[src/rtl/rfsh_pkg.sv]
// Shared types for the DRAM refresh scheduler.
package rfsh_pkg;
    // Top-level operating phase of the scheduler.
    typedef enum logic [1:0] {
        M_PAUSE = 2'd0,
        M_WAKE  = 2'd1,
        M_RUN   = 2'd2,
        M_SELF  = 2'd3
    } mode_t;

    // Phase of one strobe cycle generated by the sequencer.
    typedef enum logic [2:0] {
        S_IDLE = 3'd0,
        S_CSU  = 3'd1,
        S_CHR  = 3'd2,
        S_RASL = 3'd3,
        S_SELF = 3'd4,
        S_PRE  = 3'd5
    } seq_t;
endpackage

[src/rtl/rfsh_tick.sv]
// Interval timer: emits a one-cycle pulse every PERIOD enabled cycles.
// Assumes PERIOD >= 2. The count restarts from zero whenever en is low.
module rfsh_tick #(
    parameter int PERIOD = 1950
) (
    input  logic clk,
    input  logic rst_n,
    input  logic en,
    output logic tick
);
    localparam int CW = $clog2(PERIOD);

    logic [CW-1:0] cnt;

    // Free-running count that wraps at PERIOD-1 while enabled.
    always_ff @(posedge clk) begin
        if (!rst_n || !en)              cnt <= '0;
        else if (cnt == CW'(PERIOD-1))  cnt <= '0;
        else                            cnt <= cnt + 1'b1;
    end

    assign tick = en && (cnt == CW'(PERIOD-1));
endmodule

[src/rtl/rfsh_pend.sv]
// Owed-refresh counter. It counts interval ticks up and issued refreshes
// down, flags the forcing limit, and flags a missed deadline when a tick
// arrives with MISS_PEND already owed. Assumes MISS_PEND > MAX_PEND >= 1.
module rfsh_pend #(
    parameter int MAX_PEND  = 4,
    parameter int MISS_PEND = 8
) (
    input  logic clk,
    input  logic rst_n,
    input  logic clr,
    input  logic inc,
    input  logic dec,
    output logic owed,
    output logic forced,
    output logic miss
);
    localparam int PW = $clog2(MISS_PEND + 1);

    logic [PW-1:0] cnt;
    logic          up, down;

    assign miss   = inc && (cnt == PW'(MISS_PEND));
    assign up     = inc && !miss;
    assign down   = dec && (cnt != '0);
    assign owed   = (cnt != '0);
    assign forced = (cnt >= PW'(MAX_PEND));

    // Net count update; a simultaneous tick and issue cancel out.
    always_ff @(posedge clk) begin
        if (!rst_n || clr)       cnt <= '0;
        else if (up && !down)    cnt <= cnt + 1'b1;
        else if (down && !up)    cnt <= cnt - 1'b1;
    end
endmodule

[src/rtl/rfsh_seq.sv]
// Strobe sequencer for one CBR cycle: CAS setup, RAS fall with CAS held,
// the rest of the RAS low time, then precharge. If hold_self is high when
// the CAS hold ends, RAS stays low as self refresh for at least T_RASS
// cycles, and the precharge after it uses T_RPS.
// Assumes T_RAS > T_CHR and all times >= 1.
module rfsh_seq
    import rfsh_pkg::*;
#(
    parameter int T_CSR  = 2,
    parameter int T_CHR  = 2,
    parameter int T_RAS  = 8,
    parameter int T_RP   = 5,
    parameter int T_RPC  = 2,
    parameter int T_RASS = 12500,
    parameter int T_RPS  = 14
) (
    input  logic clk,
    input  logic rst_n,
    input  logic start,
    input  logic hold_self,
    output logic busy,
    output logic done,
    output logic self_act,
    output logic ras_n,
    output logic cas_n
);
    localparam int T_PRE = (T_RP > T_RPC) ? T_RP : T_RPC;
    localparam int M1    = (T_RASS > T_RPS) ? T_RASS : T_RPS;
    localparam int M2    = (T_PRE > T_RAS) ? T_PRE : T_RAS;
    localparam int M3    = (M1 > M2) ? M1 : M2;
    localparam int TMAX  = (M3 > T_CSR) ? M3 : T_CSR;
    localparam int TW    = $clog2(TMAX + 1);

    seq_t          st;
    logic [TW-1:0] cnt;

    // Phase and phase-timer update.
    always_ff @(posedge clk) begin
        if (!rst_n) begin
            st  <= S_IDLE;
            cnt <= '0;
        end else begin
            case (st)
                S_IDLE: if (start) begin
                    st  <= S_CSU;
                    cnt <= TW'(T_CSR - 1);
                end
                S_CSU: if (cnt == '0) begin
                    st  <= S_CHR;
                    cnt <= TW'(T_CHR - 1);
                end else cnt <= cnt - 1'b1;
                S_CHR: if (cnt == '0) begin
                    if (hold_self) begin
                        st  <= S_SELF;
                        cnt <= TW'(T_RASS - T_CHR - 1);
                    end else begin
                        st  <= S_RASL;
                        cnt <= TW'(T_RAS - T_CHR - 1);
                    end
                end else cnt <= cnt - 1'b1;
                S_RASL: if (cnt == '0) begin
                    st  <= S_PRE;
                    cnt <= TW'(T_PRE - 1);
                end else cnt <= cnt - 1'b1;
                S_SELF: if (cnt != '0) cnt <= cnt - 1'b1;
                else if (!hold_self) begin
                    st  <= S_PRE;
                    cnt <= TW'(T_RPS - 1);
                end
                S_PRE: if (cnt == '0) st <= S_IDLE;
                       else cnt <= cnt - 1'b1;
                default: st <= S_IDLE;
            endcase
        end
    end

    assign busy     = (st != S_IDLE);
    assign done     = (st == S_PRE) && (cnt == '0);
    assign self_act = (st == S_SELF) && (cnt == '0);
    assign ras_n    = !((st == S_CHR) || (st == S_RASL) || (st == S_SELF));
    assign cas_n    = !((st == S_CSU) || (st == S_CHR) || (st == S_SELF));
endmodule

[src/rtl/dram_rfsh_sched.sv]
// DRAM refresh and power-on scheduler. It sequences the power-up pause and
// the wake-up train, then spreads CBR refreshes evenly. It arbitrates the
// strobes with an access sequencer and offers self refresh.
// Assumes the access side drives no strobe unless acc_gnt is 1, and keeps
// acc_req high for as long as it wants the bus.
module dram_rfsh_sched
    import rfsh_pkg::*;
#(
    parameter int PAUSE_CYC = 25000,
    parameter int TREFI_CYC = 1950,
    parameter bit SIM_SHORT = 1'b0,
    parameter int SIM_PAUSE = 64,
    parameter int SIM_TREFI = 100,
    parameter int WAKE_N    = 8,
    parameter int MAX_PEND  = 4,
    parameter int MISS_PEND = 8,
    parameter int T_CSR     = 2,
    parameter int T_CHR     = 2,
    parameter int T_RAS     = 8,
    parameter int T_RP      = 5,
    parameter int T_RPC     = 2,
    parameter int T_RASS    = 12500,
    parameter int T_RPS     = 14
) (
    input  logic clk,
    input  logic rst_n,
    input  logic acc_req,
    input  logic sr_req,
    output logic acc_gnt,
    output logic rfsh_own,
    output logic ras_n,
    output logic cas_n,
    output logic ready,
    output logic self_on
);
    localparam int PAUSE_EFF = SIM_SHORT ? SIM_PAUSE : PAUSE_CYC;
    localparam int TREFI_EFF = SIM_SHORT ? SIM_TREFI : TREFI_CYC;
    localparam int PW        = $clog2(PAUSE_EFF + 1);
    localparam int WW        = $clog2(WAKE_N + 1);

    mode_t         mode;
    logic [PW-1:0] pcnt;
    logic [WW-1:0] wcnt;
    logic          gnt_q;
    logic          tick, owed, forced, miss;
    logic          seq_busy, seq_done;
    logic          start_wake, start_ref, start_self, gnt_set;

    rfsh_tick #(.PERIOD(TREFI_EFF)) u_tick (
        .clk(clk), .rst_n(rst_n), .en(mode == M_RUN), .tick(tick)
    );

    rfsh_pend #(.MAX_PEND(MAX_PEND), .MISS_PEND(MISS_PEND)) u_pend (
        .clk(clk), .rst_n(rst_n), .clr(mode != M_RUN), .inc(tick),
        .dec(seq_done && (mode == M_RUN)),
        .owed(owed), .forced(forced), .miss(miss)
    );

    rfsh_seq #(
        .T_CSR(T_CSR), .T_CHR(T_CHR), .T_RAS(T_RAS), .T_RP(T_RP),
        .T_RPC(T_RPC), .T_RASS(T_RASS), .T_RPS(T_RPS)
    ) u_seq (
        .clk(clk), .rst_n(rst_n),
        .start(start_wake || start_ref || start_self),
        .hold_self(sr_req && (mode == M_SELF)),
        .busy(seq_busy), .done(seq_done), .self_act(self_on),
        .ras_n(ras_n), .cas_n(cas_n)
    );

    // Bus arbitration: access wins unless the owed count is at its limit
    // or self refresh is wanted.
    assign start_wake = (mode == M_WAKE) && !seq_busy && !gnt_q;
    assign start_ref  = (mode == M_RUN) && !seq_busy && !gnt_q && owed &&
                        (!acc_req || forced || sr_req);
    assign start_self = (mode == M_RUN) && !seq_busy && !gnt_q && !owed && sr_req;
    assign gnt_set    = (mode == M_RUN) && acc_req && !seq_busy && !sr_req && !forced;

    // Grant register: held while the access side keeps requesting.
    always_ff @(posedge clk) begin
        if (!rst_n) gnt_q <= 1'b0;
        else        gnt_q <= gnt_q ? acc_req : gnt_set;
    end

    // Phase control: pause, wake train, normal run, self refresh.
    always_ff @(posedge clk) begin
        if (!rst_n) begin
            mode <= M_PAUSE;
            pcnt <= '0;
            wcnt <= '0;
        end else begin
            case (mode)
                M_PAUSE: if (pcnt == PW'(PAUSE_EFF - 1)) begin
                    mode <= M_WAKE;
                    wcnt <= '0;
                end else pcnt <= pcnt + 1'b1;
                M_WAKE: if (seq_done) begin
                    if (wcnt == WW'(WAKE_N - 1)) mode <= M_RUN;
                    else                         wcnt <= wcnt + 1'b1;
                end
                M_RUN: if (miss) begin
                    mode <= M_WAKE;
                    wcnt <= '0;
                end else if (start_self) mode <= M_SELF;
                M_SELF: if (seq_done) mode <= M_RUN;
                default: mode <= M_PAUSE;
            endcase
        end
    end

    assign acc_gnt  = gnt_q;
    assign rfsh_own = seq_busy;
    assign ready    = (mode == M_RUN);
endmodule

[config.mk]
export PLATFORM = sky130hd
export DESIGN_NAME = dram_rfsh_sched
export DESIGN_NICKNAME = d
export VERILOG_FILES = /design/src/rtl/rfsh_pkg.sv /design/src/rtl/rfsh_tick.sv /design/src/rtl/rfsh_pend.sv /design/src/rtl/rfsh_seq.sv /design/src/rtl/dram_rfsh_sched.sv
export SDC_FILE = /design/constraint.sdc
export NUM_CORES = 1
export LEC_CHECK = 0
export BUFFER_PORTS_ARGS = -buffer_cell sky130_fd_sc_hd__buf_2
export CAP_MARGIN = 20
export CORE_ASPECT_RATIO = 1.75
export CORE_MARGIN = 1.5
export CORE_UTILIZATION = 56
export DETAILED_ROUTE_END_ITERATION = 10
export MAX_ROUTING_LAYER = met4
export PLACE_DENSITY = 0.76
export SETUP_SLACK_MARGIN = 0.02
export SYNTH_ARGS = -nofsm -noshare
export SYNTH_HDL_FRONTEND = slang
export SYNTH_SLANG_ARGS = --single-unit
[constraint.sdc]
create_clock -name clk -period 2.8 [get_ports clk]
set_input_delay 0.14 -clock clk [delete_from_list [all_inputs] [get_ports clk]]
set_output_delay 0.14 -clock clk [all_outputs]
set_load 0.01 [all_outputs]
==> flow_metrics.py <==
metrics = {
    "floorplanning": {
        "die_w_um": 59.5,
        "die_area_um2": 6060,
        "start_util_pct": 58.6,
        "core_area_um2": 5340,
        "rows": 35,
        "io_pins": 10,
        "fp.dieH_um": 102,
    },
    "run_status": {
        "violations": "negative setup slack",
        "status": "finished, violations left",
    },
    "worst_setup_path": {
        "end_kind": "flip-flop",
        "path_class": "flip-flop to flip-flop",
        "crit_chain": "inv_2, ha_4, nor3b_4, nand4_1, or4_4, ha_4, inv_4, ha_4, a21o_1, a21oi_2, xnor2_1, or3_1, a21oi_2",
        "crit_fanout": 3,
        "cp.arrival_ns": 3.09,
        "crit_path_start_kind": "flip-flop",
        "max_stage_delay_ns": 0.58,
        "crit_required_ns": 3.05,
        "slowest_stage": "or4_4",
        "rrSetupSlack_ns": -0.04,
        "crit_top_cell": "ha_4",
    },
    "yosys": {
        "yosys_warnings": 0,
        "synth_compound_area_share_pct": 17.5,
        "synth_cell_type_count": 62,
        "yosysSeqAreaShare_pct": 34.5,
        "synth_xor_area_share_pct": 7.00,
        "postSynthCellCount": 386,
        "synth-simple-area-share_pct": 31.4,
        "synthMuxAreaShare_pct": 0.960,
        "synth_top_family_by_area": "simple AND/OR/NAND/NOR gates",
        "synthArstFlopShare_pct": 0,
        "syn-num-nets": 399,
        "syn_area_per_cell_um2": 8.11,
        "synth_ff_type": "dfxtp_1",
        "synth_edf_count": 0,
        "syn_area_um2": 3130,
        "synth_fa_ha_area_share_pct": 4.16,
        "ys_seq_elements": 54,
    },
    "clock_network": {
        "clock_path_buffers": 2,
        "clk_pin_slew_ns": 0.10,
        "clock_latency_ns": 0.31,
        "cts_max_level": 2,
        "cts_root_buf": "clkbuf_8",
        "postCtsHoldBufs": 0,
        "cts_buffers": 5,
        "cts_tree": "done",
        "clkSinkCount": 54,
    },
    "routing": {
        "wl_per_cell_um": 15.7,
        "drt-initial-drc-count": 195,
        "drc": 0,
        "drt-total-wl_um": 7680,
        "dr.pass1.iters": 5,
        "dr_total_vias": 3021,
        "drtAntennaViolNets": 0,
        "vias_per_cell": 6.18,
    },
    "timing": {
        "setup_violations": 1,
        "fmax_mhz": 352,
        "finalMaxSlewViolations": 0,
        "max_slew_margin_pct": 59.2,
        "worst_pin_slew_ns": 0.607,
        "hold_violations": 0,
        "clock_skew_ns": 0.00821,
        "setup_slack_ns": -0.0419,
        "rsz0062_at_grt": "true",
        "finalCritPeriodShare_pct": 101,
        "fin_crit_ns": 2.84,
    },
    "pwr": {
        "vdd_ir_drop_max_mv": 0.422,
        "power_density_nw_per_um2": 453,
        "cellLeakagePower_nw": 1.28,
    },
    "min_path": {
        "holdCritPathClass": "input pin to flip-flop",
    },
    "placed_design": {
        "dp.cells": 478,
        "gp_congestion": 0.954,
        "portBuffers": 9,
        "dp_hpwl_um": 5670,
    },
    "grt": {
        "grt_max_degree": 24,
        "grt.total_usage_pct": 27.6,
        "grt_pass1_vias": 2941,
        "antenna_found_initial": 0,
        "grt_remaining_overflow": 0,
        "grt_pass1_wl_um": 12800,
    },
    "layout": {
        "nNetsFinal": 427,
        "drive_gt1_share_pct": 16.1,
        "final_cells": 489,
        "syn_to_final_growth_pct": 13.2,
        "antenna_cells": 0,
        "post-route-util_pct": 66.3,
    },
    "flow_run": {
        "drv_cap": 0,
    },
}
==> registers in the layout, indices dropped and copies added, names as in the netlist <==
signal and cells:
pcnt 15, u_seq.cnt 14, u_tick.cnt 11, u_pend.cnt 4
wcnt 4, u_seq.st 3, mode 2, acc_gnt 1
==> Yosys cell counts (7+ instances only) <==
master	count	area, um2
nor4_1	12	75.1
o21ai_0	15	75.1
xnor2_1	15	131
dfxtp_1	54	1080
ha_1	8	100
a21oi_1	12	60.1
nor3_1	17	85.1
inv_1	17	63.8
nand3_1	28	140
nand2_1	29	109
nor2_1	46	173
xor2_1	10	87.6
nand4_1	9	56.3
o31ai_1	7	52.6
clkbuf_1	9	33.8
==> cell families (layout without fill, tap and decap cells) <==
kind of cell	Yosys count	after routing
AO/OA/AOI/OAI	79	79
adder cells (fa/ha/maj)	10	10
AND/OR/NAND/NOR	183	183
XOR/XNOR	25	25
flip-flops	54	54
multiplexers	3	3
buffers and inverters	32	61
==> area by class of cell <==
cell class	count	area, um2
Fill cell	490	1800
Sequential cell	54	1080
Clock inverter	2	12.5
Inverter	17	66.3
Clock buffer	6	82.6
Timing Repair Buffer	36	248
Multi-Input combinational cell	300	1960
Tap cell	74	92.6
==> metal layers <==
layer	GRT usage, %	up-vias	share of wire (%)
met4	12.1	0	3.1
met2	50.0	86	54
met3	3.04	22	3.1
met1	29.2	1431	40
met5	-	-	0
li1	-	1482	-
==> where the power goes <==
group | total, mW | switching (mW) | leakage [nW] | internal (mW)
Sequential | 0.790 | 0.00927 | 0.436 | 0.780
Combinational | 0.351 | 0.225 | 0.801 | 0.126
Clock | 0.463 | 0.264 | 0.0472 | 0.200
Total | 1.60 | 0.497 | 1.28 | 1.11
==> worst max-delay path, delay by kind of cell (launching register included) <==
family                     cells  cell delay [ns]
adders and majority gates      3             0.50
buffers and inverters          2             0.14
DFF                            1             0.34
and+or+nand+nor                4             1.29
xor gates and xnor gates       1             0.09
AOI/OAI and AO/OA              3             0.44
==> metrics by stage <==
| step | total power [mW] | hold slack [ns] | area [um2] | setup WS [ns] | TNS, ns |
|---|---|---|---|---|---|
| CTS | 1.61 | 0.0457 | 3540 | -0.00999 | -0.00999 |
| finish | 1.60 | 0.0547 | 3540 | -0.0419 | -0.0419 |
| global placement | 1.14 | 0.377 | 3390 | 0.0511 | 0 |
| detailed placement | 1.14 | 0.379 | 3390 | -0.0469 | -0.0469 |
| floorplan | 1.03 | 0.259 | 3150 | -0.180 | -0.180 |
| global route | 1.66 | 0.0569 | 3540 | -0.153 | -0.153 |
==> final timing paths <==
| kind | startpoint | cells past startpoint | end |
|---|---|---|---|
| hold reg to reg | wcnt[1] | 2 | wcnt[1] |
| hold / removal | acc_req | 3 | acc_gnt |
| setup / recovery | u_seq.cnt[1] | 13 | u_pend.cnt[3] |
| setup reg to reg | u_seq.cnt[1] | 13 | u_pend.cnt[3] |
==> layout by cell type, fill, tap and decap left out, types with 7 or more instances in the layout <==
master / instances
a21oi_1: 10
buf_2: 9
buf_4: 27
dfxtp_1: 52
inv_1: 14
nand2_1: 29
nand3_1: 28
nand4_1: 9
nor2_1: 46
nor3_1: 17
nor4_1: 12
o21ai_0: 15
o31ai_1: 7
xnor2_1: 15
xor2_1: 10
==> repair_timing <==
item	4_1_cts	5_1_grt
setup endpoints to repair	1	1
buffers inserted	3	0
pin swaps	6	0
gates resized for setup	4	1
No activity file was read; power rests on OpenSTA's default activity.
